`config.mk`:
```
export PLATFORM = sky130hd
export DESIGN_NAME = tile_bank_regfile
export DESIGN_NICKNAME = d
export VERILOG_FILES = /design/src/rtl/tbr_pkg.sv /design/src/rtl/tbr_decode.sv /design/src/rtl/tbr_outmap.sv /design/src/rtl/tile_bank_regfile.sv
export SDC_FILE = /design/constraint.sdc
export NUM_CORES = 1
export LEC_CHECK = 0
export ABC_AREA = 1
export CAP_MARGIN = 25
export CORE_ASPECT_RATIO = 1.1
export CORE_MARGIN = 4
export CORE_UTILIZATION = 45
export CTS_CLUSTER_DIAMETER = 60
export DETAILED_ROUTE_END_ITERATION = 12
export MAX_ROUTING_LAYER = met4
export PLACE_DENSITY = 0.78
export SYNTH_ARGS = -nofsm -noshare
export SYNTH_HDL_FRONTEND = slang
export SYNTH_SLANG_ARGS = --single-unit
```
`constraint.sdc`:
```
create_clock -name clk -period 0.8 [get_ports clk]
set_input_delay 0.08 -clock clk [delete_from_list [all_inputs] [get_ports clk]]
set_output_delay 0.08 -clock clk [all_outputs]
set_load 0.05 [all_outputs]
```
`src/rtl/tbr_pkg.sv`:
```
package tbr_pkg;

    localparam int SLOT_CNT = 8;
    localparam int IDX_W    = $clog2(SLOT_CNT);
    localparam int PRG_WIN  = 4;

    typedef struct packed {
        logic             slot_hit;
        logic [IDX_W-1:0] slot_idx;
        logic             hi_nib;
        logic             prg0_hit;
        logic             prg1_hit;
        logic             mir_hit;
    } wr_dec_t;

endpackage

```
`src/rtl/tbr_decode.sv`:
```
module tbr_decode
    import tbr_pkg::*;
#(
    parameter int ADDR_W = 16
) (
    input  logic [ADDR_W-1:0] addr,
    output wr_dec_t           dec
);

    localparam logic [ADDR_W-1:0] SLOT_LO = ADDR_W'('hB000);
    localparam logic [ADDR_W-1:0] SLOT_HI = ADDR_W'('hE003);

    always_comb begin
        dec          = '0;
        dec.slot_hit = (addr >= SLOT_LO) && (addr <= SLOT_HI);
        // index = ({a13, a12, a11 | a1} + 2) mod 8
        dec.slot_idx = {addr[13], addr[12], addr[11] | addr[1]} + IDX_W'(2);
        dec.hi_nib   = addr[0];
        if (!dec.slot_hit) begin
            unique case (addr[15:12])
                4'h8:    dec.prg0_hit = 1'b1;
                4'h9:    dec.mir_hit  = 1'b1;
                4'hA:    dec.prg1_hit = 1'b1;
                default: ;
            endcase
        end
    end

endmodule

```
`src/rtl/tbr_outmap.sv`:
```
module tbr_outmap
    import tbr_pkg::*;
#(
    parameter int BANK_W = 8,
    parameter int PRG_W  = 8
) (
    input  logic [SLOT_CNT-1:0][BANK_W-1:0] slot_in,
    input  logic                            outer,
    input  logic [PRG_W-1:0]                prg0,
    input  logic [PRG_W-1:0]                prg1,
    input  logic                            mir,
    output logic [SLOT_CNT-1:0][BANK_W:0]   slot_bank,
    output logic [PRG_WIN-1:0][PRG_W-1:0]   prg_page,
    output logic                            mirror_horiz
);

    localparam logic [PRG_W-1:0] PAGE_LAST = '1;
    localparam logic [PRG_W-1:0] PAGE_PREV = PAGE_LAST - PRG_W'(1);

    for (genvar g = 0; g < SLOT_CNT; g++) begin : g_slot
        assign slot_bank[g] = {outer, slot_in[g]};
    end

    assign prg_page[0]  = prg0;
    assign prg_page[1]  = prg1;
    assign prg_page[2]  = PAGE_PREV;
    assign prg_page[3]  = PAGE_LAST;
    assign mirror_horiz = mir;

endmodule

```
`src/rtl/tile_bank_regfile.sv`:
```
module tile_bank_regfile
    import tbr_pkg::*;
#(
    parameter int BANK_W = 8,
    parameter int PRG_W  = 8,
    parameter int ADDR_W = 16,
    parameter int DATA_W = 8
) (
    input  logic                            clk,
    input  logic                            rst_n,
    input  logic                            en,
    input  logic                            wr_stb,
    input  logic [ADDR_W-1:0]               wr_addr,
    input  logic [DATA_W-1:0]               wr_data,
    input  logic                            outer_sel,
    output logic [SLOT_CNT-1:0][BANK_W:0]   slot_bank,
    output logic [PRG_WIN-1:0][PRG_W-1:0]   prg_page,
    output logic                            mirror_horiz
);

    localparam int NIB_W = BANK_W / 2;

    typedef struct packed {
        logic [SLOT_CNT-1:0][BANK_W-1:0] slot;
        logic [PRG_W-1:0]                prg0;
        logic [PRG_W-1:0]                prg1;
        logic                            mir;
        logic                            outer;
    } state_t;

    function automatic state_t reset_state();
        state_t s;
        s = '0;
        for (int i = 0; i < SLOT_CNT; i++) begin
            if (i < SLOT_CNT / 2) s.slot[i] = '1;
            else                  s.slot[i] = BANK_W'(i);
        end
        s.prg1 = PRG_W'(1);
        return s;
    endfunction

    localparam state_t RST_STATE = reset_state();

    wr_dec_t dec;
    state_t  st_d, st_q;

    tbr_decode #(.ADDR_W(ADDR_W)) i_dec (
        .addr (wr_addr),
        .dec  (dec)
    );

    always_comb begin
        st_d       = st_q;
        st_d.outer = outer_sel;
        if (en && wr_stb) begin
            if (dec.slot_hit) begin
                if (dec.hi_nib)
                    st_d.slot[dec.slot_idx][BANK_W-1:NIB_W] = wr_data[NIB_W-1:0];
                else
                    st_d.slot[dec.slot_idx][NIB_W-1:0] = wr_data[NIB_W-1:0];
            end
            if (dec.prg0_hit) st_d.prg0 = wr_data[PRG_W-1:0];
            if (dec.prg1_hit) st_d.prg1 = wr_data[PRG_W-1:0];
            if (dec.mir_hit)  st_d.mir  = wr_data[0];
        end
    end

    always_ff @(posedge clk or negedge rst_n) begin
        if (!rst_n) st_q <= RST_STATE;
        else        st_q <= st_d;
    end

    tbr_outmap #(.BANK_W(BANK_W), .PRG_W(PRG_W)) i_map (
        .slot_in      (st_q.slot),
        .outer        (st_q.outer),
        .prg0         (st_q.prg0),
        .prg1         (st_q.prg1),
        .mir          (st_q.mir),
        .slot_bank    (slot_bank),
        .prg_page     (prg_page),
        .mirror_horiz (mirror_horiz)
    );

endmodule

```
Yosys cells after proc, flatten, opt, wreduce, memory -nomap -nowiden
Index checks and enable logic that the tools add are counted.

Bits in registers: 82. Bits in latches: 0. Bits in writable memories: 0. ROM bits: 0. Input port bits: 29. Output and inout bits: 105. Word-level logic and storage cells: 39. Memories kept: 0.

Add/sub/neg operators: 1. Multiply operators: 0. Div/mod/pow operators: 0. Magnitude comparators: 4. Equality and inequality tests: 3. Shift-type cells: 0. Multiplexer cells: 11. Bitwise logic cells: 1. Reductions and logical operators: 7.

Operators by type and width (count): 64-bit bitwise mux (2); 64-bit two-way mux (1); 8-bit demux with 3-bit select (2); 16-bit greater-or-equal comparator, second input constant (1); 16-bit <= comparator, second input constant (1); 4-bit == test, second input constant (3); 8-bit two-way mux (1); 2-bit AND reduction (4); 3-bit by 4-bit < comparator with 1-bit output, second input constant (1); 4-bit two-way mux (1); 3-bit by 2-bit adder with 3-bit output, second input constant (1); 3-bit by 1-bit greater-or-equal comparator with 1-bit output, second input constant (1); 1-bit logical AND (3); 1-bit two-way mux (3); 3-bit two-way mux (1); 1-bit bitwise OR (1).

Logic depth before layout (Yosys ltp)
Depth in word-level cells: 8. Depth in mapped cells: 9. Mapped depth without buffers: 8.

Hierarchy
From an unflattened synthesis, not the netlist that was laid out.

Cell total of the unflattened synthesis: 512. Area total of the unflattened synthesis: 4429.2 um2.

By module, submodules not included: tile_bank_regfile (times used 1, cells an instance 373, area each 3445.8 um2, sequential area each 2103.3 um2); tbr_outmap (times used 1, cells an instance 107, area each 795.8 um2, sequential area each 0.0 um2); tbr_decode (times used 1, cells an instance 32, area each 187.7 um2, sequential area each 0.0 um2).

Least setup slack after synthesis
OpenSTA, ideal clock, no wires.

Kind: in2reg. Start point: input port wr_addr[3]. End point: register st_q[66] in the netlist's numbering. Library setup time: 0.119 ns. Arrival time: 0.979 ns. Required time: 0.681 ns. Path slack: -0.298 ns. Cell stages on the path: 9. Path buffers: 1. Cells stage by stage: nor2_1 nand2_1 nor2_1 nand2_1 nand2_2 buf_2 nand4_1 nand2_1 nand2_1.

Longest elaborated chain between the ends: 3. Elaborated cells between the ends (all ways): 4. Those cells by class: 2 x order compare; 2 x reduce/logical.

Ends and longest elaborated chain: start, declared (RTL line tile_bank_regfile.sv:13) `input logic [ADDR_W-1:0] wr_addr,`; 16-bit greater-or-equal comparator / 16-bit <= comparator (equally long branches) (RTL line tbr_decode.sv:15) `dec.slot_hit = (addr >= SLOT_LO) && (addr <= SLOT_HI);`; 1-bit logical AND (*) (RTL line tbr_decode.sv:15); 2-bit AND reduction (no line) (*); end signal, assigned (RTL line tile_bank_regfile.sv:70) `else st_q <= st_d;`; end, declared (RTL line tile_bank_regfile.sv:45) `state_t st_d, st_q;`.

Every way passes the cells marked *; elsewhere a longest branch is shown, timed or not. A chain may end at the register's enable or synchronous reset.

Final worst setup path
Start point: register st_q[30] in the netlist's numbering. End point: output port slot_bank[13] in the netlist's numbering.

RTL lines: end, declared (RTL line tile_bank_regfile.sv:16) `output logic [SLOT_CNT-1:0][BANK_W:0] slot_bank,`.

No word-level cell between the ends.

==> reports/metrics.yaml <==
wl_met2_um: 9330
cp-start-kind: "flip-flop"
design_area_um2: 7480
critPathArrivalTime_ns: 1.16
mappedNetlistArea_um2: 3860
fin_worst_skew_ns: 0
clockBufferDepth: 2
slew_viol_final: 0
coreArea_um2: 8360
pin_count: 134
grt_usage_pct: 33.0
route.detailed.drc: 0
status: "complete, but fails checks"
critPathBufInv: 1
top_regs: "st_q (82)"
postSynthAreaPerCell_um2: 8.74
hold_viol: 0
period_minus_slack_ns: 1.24
finalNetCount: 672
peakVddDrop_uv: 1450
final_cells: 760
dp_hpwl_um: 8880
synth-seq-cells: 82
ys_seq_area_share_pct: 54.5
htree_levels: 3
setup_slack_ns: -0.443
slowest_stage: "dfstp_2"
die_w_um: 96.3
clk_latency_ns: 0.37
antenna_found_initial: 1
rsz0062_at_grt: "true"
grt_pass1_vias: 4572
p_per_area_nw_per_um2: 2030
power_mw: 15.2
grt_pass1_wl_um: 24400
crit_path_cell_trace: "buf_12"
place_inst: 682
path_max_fanout: 2
failed_checks: "negative setup slack"
placed_area_um2: 6280
initial_core_util_pct: 46.2
ys_types: 20
drt_iter0_markers: 703
clock.fmax_mhz: 804
top_layer: "met4"
crit_required_ns: 0.72
die_area_um2: 10100
cap_violations: 0
critPathCaptureType: "output port"
max_stage_delay_ns: 0.63
clockRootBuffer: "clkbuf_8"
yosys_warnings: 0
clkTransAtPathRegs_ns: 0.10
drtPass1Iterations: 6
wl_met3_um: 2210
num_rows: 35
gp_congestion: 0.887
wl_met1_um: 6050
regMostFlops: "st_q"
drive_gt1_share_pct: 52.0
cts_buffers: 9
cts_tree: "done"
largest_reg_flops: 82
cp_top_family: "flip-flops"
vias: 4717
setup_viol: 159
overflow: 0
syn_inst: 442
grt_max_degree: 43
drtAntennaViolNets: 0
cts.sinks: 82
area_delta_synth_final_pct: 93.7
path_class: "flip-flop to output port"
finalCritPeriodShare_pct: 155
via_per_inst: 6.21
wirelength_um: 18700
wl_per_cell_um: 24.6
die_h_um: 105
p_leak_nw: 3.52
port_buffers: 117
hp-class: "primary input to flip-flop"
## layer usage
metal / GRT usage (%) / vias to the layer above
met3: 6.84 / 135
met2: 54.6 / 501
met1: 37.4 / 2233
li1: - / 1848
met4: 16.0 / 0
met5: - / -
## per-stage QoR
| step | hold WS, ns | setup WS [ns] | utilization [%] | TNS [ns] |
|---|---|---|---|---|
| after floorplan | -0.216 | -0.259 | - | -18.51 |
| after global placement | 0.0761 | -0.843 | 75.1 | -63.50 |
| after detailed placement | 0.0870 | -0.922 | 75.1 | -69.19 |
| after CTS | 0.167 | -0.368 | 86.4 | -34.05 |
| after global routing | 0.165 | -0.420 | 89.4 | -46.19 |
| final | 0.157 | -0.443 | 89.4 | -40.61 |
## power breakdown
group,internal [mW],switching (mW)
clock network,1.84,1.72
logic,2.87,3.35
registers,4.76,0.625
## cells in the mapped netlist (all sizes together)
cell,count,share of area (%)
a21oi,3,0.97
a31oi,1,0.16
and2,1,0.16
buf,39,7.4
clkbuf,12,1.2
conb,2,0.19
dfrtp,41,27
dfstp,41,28
inv,18,1.7
nand2,160,16
nand4,80,13
nor2,26,2.5
nor3,2,0.52
o21ai,16,2.1
## layout make-up
type / instances / area [µm²]
Tap cell: 111 / 139
Clock inverter: 5 / 77.6
Sequential cell: 82 / 2110
Inverter: 18 / 87.6
Timing Repair Buffer: 225 / 3230
Antenna cell: 1 / 2.50
Multi-Input combinational cell: 307 / 1700
Clock buffer: 11 / 141
Fill cell: 319 / 883
## worst paths after layout
kind / startpoint / to / slack [ns] / cells after the start
worst max-delay path: st_q[30]$_DFFE_PN1P_ / slot_bank[13] / -0.44 / 1
worst min-delay path: outer_sel / st_q[0]$_DFF_PN0_ / 0.16 / 1
worst max register to register: st_q[30]$_DFFE_PN1P_ / st_q[30]$_DFFE_PN1P_ / -0.18 / 3
worst min register to register: st_q[52]$_DFFE_PN1P_ / st_q[52]$_DFFE_PN1P_ / 0.50 / 2
max in group asynchronous: rst_n / st_q[44]$_DFFE_PN1P_ / 0.28 / 3
min in group asynchronous: rst_n / st_q[11]$_DFFE_PN0P_ / 0.25 / 3
## cells in the final DEF, fill, tap and decap left out, types with 2 or more instances in the layout
master,n
clkdlybuf4s50_1,9
buf_6,21
nand4_1,80
inv_2,2
inv_4,3
nand2_2,16
bufinv_16,2
nand2_1,136
clkbuf_8,10
buf_8,5
a21oi_4,3
conb_1,16
dfstp_2,41
o21ai_0,2
o21ai_2,4
nor2_1,5
nor3_4,2
buf_2,6
nor2_2,12
o21ai_1,10
nor2_4,9
buf_4,72
inv_1,11
clkinv_2,2
nand2_8,3
dfrtp_1,38
nand2_4,7
buf_12,103
buf_16,6
dfrtp_2,3
## what timing repair did
item                                    4_1_cts  5_1_grt
endpoints found under the hold margin        82        0
hold buffers                                  1        0
cloned                                        8        2
pin swaps                                    25       52
gates resized for setup                     131       66
endpoints found under the setup margin      170      166
setup buffers                                37       18
## logic make-up after synthesis
group                  synth area share [%]
buffers and inverters                  10.3
DFF                                    54.5
other                                 0.194
AOI/OAI and AO/OA                      3.21
and+or+nand+nor                        31.8
Note: power is estimated with default switching activity, not from simulation.
